==> config.mk <==
export PLATFORM = sky130hd
export DESIGN_NAME = sdspi_cmd_engine
export DESIGN_NICKNAME = d
export VERILOG_FILES = /design/src/rtl/sdspi_pkg.sv /design/src/rtl/sdspi_xchg.sv /design/src/rtl/sdspi_frame_gen.sv /design/src/rtl/sdspi_cmd_engine.sv
export SDC_FILE = /design/constraint.sdc
export NUM_CORES = 1
export LEC_CHECK = 0
export BUFFER_PORTS_ARGS = -buffer_cell sky130_fd_sc_hd__buf_2
export CORE_MARGIN = 2
export CORE_UTILIZATION = 54
export DETAILED_ROUTE_END_ITERATION = 8
export PLACE_DENSITY = 0.78
export RECOVER_POWER = 100
export SETUP_SLACK_MARGIN = 0.15
export SYNTH_ARGS = -nofsm -noshare
export SYNTH_HDL_FRONTEND = slang
export SYNTH_SLANG_ARGS = --single-unit
export TNS_END_PERCENT = 5
==> constraint.sdc <==
create_clock -name clk -period 2.8 [get_ports clk]
set_input_delay 0.14 -clock clk [delete_from_list [all_inputs] [get_ports clk]]
set_output_delay 0.14 -clock clk [all_outputs]
set_load 0.03 [all_outputs]
==> src/rtl/sdspi_pkg.sv <==
package sdspi_pkg;

  typedef enum logic [1:0] {
    RK_SHORT = 2'b00,
    RK_ONE   = 2'b01,
    RK_FOUR  = 2'b10,
    RK_RSV   = 2'b11
  } resp_kind_e;

  typedef enum logic [2:0] {
    EN_IDLE,
    EN_PREP,
    EN_FRAME,
    EN_POLL,
    EN_EXTRA,
    EN_HOLD,
    EN_TAIL
  } eng_state_e;

  localparam logic [7:0] FILL_BYTE = 8'hFF;

  // Byte at position pos of the padded command frame (8 positions).
  function automatic logic [7:0] frame_byte(input logic [2:0] pos,
                                            input logic [5:0] cmd,
                                            input logic [31:0] arg,
                                            input logic [7:0] crc);
    logic [7:0] b;
    case (pos)
      3'd1:    b = {2'b01, cmd};
      3'd2:    b = arg[31:24];
      3'd3:    b = arg[23:16];
      3'd4:    b = arg[15:8];
      3'd5:    b = arg[7:0];
      3'd6:    b = crc;
      default: b = FILL_BYTE;
    endcase
    return b;
  endfunction

  // Number of bytes that follow the status byte.
  function automatic logic [2:0] extra_len(input resp_kind_e k);
    logic [2:0] n;
    case (k)
      RK_ONE:  n = 3'd1;
      RK_FOUR: n = 3'd4;
      default: n = 3'd0;
    endcase
    return n;
  endfunction

endpackage

==> src/rtl/sdspi_xchg.sv <==
module sdspi_xchg #(
  parameter int BYTE_W = 8
) (
  input  logic              clk,
  input  logic              rst_n,
  input  logic              go,
  input  logic [BYTE_W-1:0] byte_in,
  input  logic              tx_ready,
  input  logic              rx_valid,
  input  logic [BYTE_W-1:0] rx_byte,
  output logic              xfer_req,
  output logic [BYTE_W-1:0] tx_byte,
  output logic              idle,
  output logic              done,
  output logic [BYTE_W-1:0] rx_out
);
  typedef enum logic [1:0] {X_IDLE, X_TX, X_RX} x_state_e;
  x_state_e st;
  logic [BYTE_W-1:0] hold_q;

  always_ff @(posedge clk or negedge rst_n) begin
    if (!rst_n) begin
      st     <= X_IDLE;
      hold_q <= '1;
    end else begin
      case (st)
        X_IDLE: if (go) begin
          st     <= X_TX;
          hold_q <= byte_in;
        end
        X_TX:   if (tx_ready) st <= X_RX;
        X_RX:   if (rx_valid) st <= X_IDLE;
        default: st <= X_IDLE;
      endcase
    end
  end

  assign xfer_req = (st == X_TX) && tx_ready;
  assign tx_byte  = hold_q;
  assign idle     = (st == X_IDLE);
  assign done     = (st == X_RX) && rx_valid;
  assign rx_out   = rx_byte;
endmodule

==> src/rtl/sdspi_frame_gen.sv <==
module sdspi_frame_gen
  import sdspi_pkg::*;
#(
  parameter logic [7:0] CRC_BYTE = 8'h95
) (
  input  logic        in_frame,
  input  logic [2:0]  pos,
  input  logic [5:0]  cmd,
  input  logic [31:0] arg,
  output logic [7:0]  byte_out
);
  assign byte_out = in_frame ? frame_byte(pos, cmd, arg, CRC_BYTE) : FILL_BYTE;
endmodule

==> src/rtl/sdspi_cmd_engine.sv <==
module sdspi_cmd_engine
  import sdspi_pkg::*;
#(
  parameter int         POLL_LIMIT = 18,
  parameter int         PRE_REL    = 4,
  parameter int         POST_REL   = 2,
  parameter logic [7:0] CRC_BYTE   = 8'h95
) (
  input  logic        clk,
  input  logic        rst_n,
  input  logic        start,
  input  logic [5:0]  cmd_idx,
  input  logic [31:0] cmd_arg,
  input  logic [1:0]  resp_kind,
  output logic        busy,
  output logic        cs_n,
  output logic        fifo_clr,
  output logic        xfer_req,
  output logic [7:0]  tx_byte,
  input  logic        tx_ready,
  input  logic        rx_valid,
  input  logic [7:0]  rx_byte,
  output logic [7:0]  r1_status,
  output logic [31:0] resp_extra,
  output logic        done,
  output logic        timeout
);
  localparam int FRAME_LEN = 8;
  localparam int CNT_MAX   = (POLL_LIMIT > FRAME_LEN) ? POLL_LIMIT : FRAME_LEN;
  localparam int CNT_W     = $clog2(CNT_MAX + 1);
  localparam logic [CNT_W-1:0] FRAME_END = CNT_W'(FRAME_LEN - 1);
  localparam logic [CNT_W-1:0] POLL_END  = CNT_W'(POLL_LIMIT - 1);
  localparam logic [CNT_W-1:0] PRE_END   = CNT_W'(PRE_REL - 1);
  localparam logic [CNT_W-1:0] POST_END  = CNT_W'(POST_REL - 1);

  eng_state_e       state;
  logic [CNT_W-1:0] cnt;
  logic [5:0]       cmd_q;
  logic [31:0]      arg_q;
  logic [2:0]       nextra_q;

  // Named internal events, also used by the bound checker.
  logic       start_accept;
  logic       byte_done;
  logic       poll_fire;
  logic       x_go;
  logic       x_idle;
  logic [7:0] x_rx;
  logic [7:0] next_byte;

  assign start_accept = start && (state == EN_IDLE);
  assign poll_fire    = byte_done && (state == EN_POLL);
  assign x_go = x_idle && (state inside {EN_FRAME, EN_POLL, EN_EXTRA, EN_HOLD, EN_TAIL});

  assign busy     = (state != EN_IDLE);
  assign fifo_clr = (state == EN_PREP);
  assign cs_n     = (state == EN_IDLE) || (state == EN_PREP) || (state == EN_TAIL);

  sdspi_frame_gen #(.CRC_BYTE(CRC_BYTE)) u_frame (
    .in_frame (state == EN_FRAME),
    .pos      (cnt[2:0]),
    .cmd      (cmd_q),
    .arg      (arg_q),
    .byte_out (next_byte)
  );

  sdspi_xchg #(.BYTE_W(8)) u_xchg (
    .clk      (clk),
    .rst_n    (rst_n),
    .go       (x_go),
    .byte_in  (next_byte),
    .tx_ready (tx_ready),
    .rx_valid (rx_valid),
    .rx_byte  (rx_byte),
    .xfer_req (xfer_req),
    .tx_byte  (tx_byte),
    .idle     (x_idle),
    .done     (byte_done),
    .rx_out   (x_rx)
  );

  always_ff @(posedge clk or negedge rst_n) begin
    if (!rst_n) begin
      state      <= EN_IDLE;
      cnt        <= '0;
      cmd_q      <= '0;
      arg_q      <= '0;
      nextra_q   <= '0;
      r1_status  <= FILL_BYTE;
      resp_extra <= '0;
      timeout    <= 1'b0;
      done       <= 1'b0;
    end else begin
      done <= 1'b0;
      case (state)
        EN_IDLE: if (start_accept) begin
          cmd_q      <= cmd_idx;
          arg_q      <= cmd_arg;
          nextra_q   <= extra_len(resp_kind_e'(resp_kind));
          r1_status  <= FILL_BYTE;
          resp_extra <= '0;
          timeout    <= 1'b0;
          cnt        <= '0;
          state      <= EN_PREP;
        end
        EN_PREP: state <= EN_FRAME;
        EN_FRAME: if (byte_done) begin
          if (cnt == FRAME_END) begin
            cnt   <= '0;
            state <= EN_POLL;
          end else cnt <= cnt + 1'b1;
        end
        EN_POLL: if (byte_done) begin
          if (x_rx != FILL_BYTE) begin
            r1_status <= x_rx;
            cnt       <= '0;
            state     <= (nextra_q == 3'd0) ? EN_HOLD : EN_EXTRA;
          end else if (cnt == POLL_END) begin
            timeout <= 1'b1;
            cnt     <= '0;
            state   <= EN_HOLD;
          end else cnt <= cnt + 1'b1;
        end
        EN_EXTRA: if (byte_done) begin
          resp_extra <= {resp_extra[23:0], x_rx};
          if (cnt == CNT_W'(nextra_q - 3'd1)) begin
            cnt   <= '0;
            state <= EN_HOLD;
          end else cnt <= cnt + 1'b1;
        end
        EN_HOLD: if (byte_done) begin
          if (cnt == PRE_END) begin
            cnt   <= '0;
            state <= EN_TAIL;
          end else cnt <= cnt + 1'b1;
        end
        EN_TAIL: if (byte_done) begin
          if (cnt == POST_END) begin
            cnt   <= '0;
            done  <= 1'b1;
            state <= EN_IDLE;
          end else cnt <= cnt + 1'b1;
        end
        default: state <= EN_IDLE;
      endcase
    end
  end
endmodule

==> impl_metrics.toml <==
[run_status]
status = "finished with violations"
violations = "max-capacitance violations, max-slew violations"

[power]
power_density_mw_per_mm2 = 874.2
vdd_ir_drop_max_v = 0.0004743
p_leak_nw = 2.614

[floorplan]
die_h_um = 95.94
ios = 107
design.core.area_sq_mm = 0.008217
dieWidth_um = 95.94
dieArea_sq_mm = 0.009204
initial_core_util = 0.5555
fp-row-count = 33

[placement]
dpl.cell_count = 706
port_buffers = 106
post-place-ws_ns = 0.4162
gp_congestion = 0.8580
place_hpwl_um = 7513

[cts]
post-cts-setup-buffers = 0
ctsHoldBuffers = 39
cts-root-buf = "clkbuf_8"
cts_max_level = 3
cts.clk_slew.worst_paths_ns = 0.10
cts_tree = "yes"
cts_sinks = 100
cts_resized = 0
worst_skew_pair.late_latency_ns = 0.36
cts_buffers = 9
clock_path_buffers = 2

[timing]
setup-tns-final_ns = 0
period_share = 0.8938
slew_violations = 87
fin_skew_ns = 0.01191
worst_pin_slew_ns = 2.008
setup_viol = 0
fmax_ghz = 0.3996
relSlewSlack = -0.3389
rsz0062_at_grt = "no"
setup_ws_ns = 0.2973
final_hold_viol_count = 0
fin_crit_ns = 2.503

[routing]
vias_per_cell = 5.457
drt_iter0_drc = 253
drc_errors = 0
dr.pass1.iters = 4
wl_um = 11260
vias = 4153
routedWlPerCell_um = 14.79
ant_nets = 0

[hold_path]
min_path_cells = 3
hp-start = "rx_byte[2]"
hold_class = "in -> reg"
hold_end = "resp_extra[2]"

[synth]
dominantRegCellSynth = "dfrtp_1"
yosysWarnings = 0
synth_top_area_frac = 0.4605
yosysUniqueCellTypes = 55
async_flop_share = 1.000
netlist_area_sq_mm = 0.004564
avgSynthCellArea_sq_um = 8.846
synth_top_cell_by_area = "dfrtp_1"
ys_ff_latch = 100
ys_seq_area_frac = 0.5526
syn_nets = 575
synth_edf_count = 0
syn_inst = 516
ys_top_cells_by_area = "dfrtp_1, nand2_1, dfstp_2"

[worst_setup_path]
end_kind = "flip-flop"
crit_type = "reg -> reg"
rr_endpoint = "resp_extra[19]"
crit_fanout = 64
start_kind = "flip-flop"
reg2reg_slack_ns = 0.30
r2r_cells = 6
r2r_start = "state[1]"
cp_data_arrival_time_ns = 2.70
required_ns = 3.00

[cells_and_area]
fin_nets = 710
drive_gt1_frac = 0.1494
area_growth_pct = 24.92
antenna-diode-count = 0
final_cells = 761
fill_cells = 656

[global_route]
grt.total_usage = 0.2565
grt_pass1_vias = 3953
grt_pass1_wl_um = 18310
antenna_found_initial = 0
grt_max_degree = 87
grt_overflow = 0

[job]
max_cap_violations = 1
routing by layer:
layer  vias to the layer above  global-route usage  wire (um)
met3                        23             0.04385        666
met1                      1964              0.3444       4930
li1                       2008                   -          -
met5                         -                   0          0
met4                         0              0.1012        222
met2                       158              0.4172       5436
synthesized netlist by cell type (3+ instances only):
master    count
dfstp_2      16
a222oi_1      5
nor3_1        6
nand4_1       5
o22a_1        4
clkbuf_1     28
and2_1        4
dfrtp_1      84
ha_1          6
o21ai_0      52
nand2_1     187
nand3_1       4
inv_1         9
nor2b_1       3
a21oi_1      14
nand3b_1      4
or2_2         3
a22oi_1       8
nor2_1       27
o31ai_1       3
a31oi_1       3
registers in the layout, indices dropped and copies added (netlist names):
signal and count:
arg_q 32, cmd_q 6, cnt 5, done 1, nextra_q 2, r1_status 8, resp_extra 32, state 3
timeout 1, u_xchg.st 2, u_xchg.tx_byte 8
power breakdown:
part	switching, mW	internal (mW)
Clock	0.522	0.427
Combinational	1.17	0.610
Sequential	0.353	1.90
Total	2.05	2.94
layout by cell type, fill, tap and decap left out, types with 2 or more instances in the layout:
| cell | instances |
|---|---|
| a21oi_1 | 13 |
| a222oi_1 | 5 |
| a22o_1 | 2 |
| a22oi_1 | 8 |
| a31oi_1 | 3 |
| and2_1 | 3 |
| and3b_1 | 2 |
| buf_2 | 52 |
| buf_4 | 6 |
| clkbuf_1 | 57 |
| clkbuf_2 | 2 |
| clkbuf_8 | 9 |
| dfrtp_1 | 84 |
| dfstp_2 | 16 |
| dlygate4sd3_1 | 39 |
| ha_1 | 6 |
| inv_1 | 9 |
| inv_6 | 4 |
| mux2i_1 | 2 |
| nand2_1 | 187 |
| nand2b_1 | 2 |
| nand3_1 | 4 |
| nand3b_1 | 4 |
| nand4_1 | 5 |
| nor2_1 | 27 |
| nor2b_1 | 3 |
| nor3_1 | 6 |
| nor3b_1 | 2 |
| nor4_1 | 2 |
| o21ai_0 | 52 |
| o22a_1 | 4 |
| o31ai_1 | 3 |
| or2_2 | 3 |
| or4b_1 | 2 |
layout make-up:
type,instances,area (sq um),share of cell area
Timing Repair Buffer,156,919.6,0.1613
Multi-Input combinational cell,374,1888,0.3311
Clock buffer,9,123.9,0.02172
Inverter,10,37.54,0.006583
Clock inverter,7,78.83,0.01382
Tap cell,105,131.4,0.02304
Sequential cell,100,2522,0.4424
critical path: stages, from the launching register on:
cell     delay [ns]
dfrtp_1        0.68
nor2_1         0.15
and2_0         0.22
buf_4          0.24
a21oi_4        0.12
buf_2          0.68
o21ai_0        0.24
worst max path at each step:
stage | start | slack [ns] | cells after the start | endpoint
floorplan | cnt[1] | 0.63 | 7 | cnt[3]
global placement | cnt[1] | 0.53 | 7 | cnt[4]
detailed placement | cnt[1] | 0.42 | 8 | cnt[3]
CTS | cnt[1] | 0.39 | 8 | cnt[3]
global route | state[1] | 0.09 | 6 | resp_extra[28]
finish | state[1] | 0.30 | 6 | resp_extra[19]
metrics by stage:
step / area (sq um) / util / hold slack [ns] / total power, mW
global route: 5702 / 0.6939 / 0.02731 / 5.325
detailed placement: 5199 / 0.6327 / 0.3312 / 4.021
global placement: 5199 / 0.6327 / 0.3284 / 3.954
floorplan: 4564 / - / -0.1556 / 3.469
CTS: 5792 / 0.7049 / 0.01698 / 5.017
finish: 5702 / 0.6939 / 0.03066 / 4.985
logic make-up (layout without fill, tap and decap cells):
family	after synthesis	count (layout)	share of synthesized area
xor gates and xnor gates	1	1	0.001919
and+or+nand+nor	259	259	0.2426
DFF	100	100	0.5526
muxes	3	3	0.006853
adders and majority gates	7	7	0.01864
AOI/OAI and AO/OA	104	104	0.1406
buffers and inverters	42	182	0.03673
No activity file was read; power rests on OpenSTA's default activity.
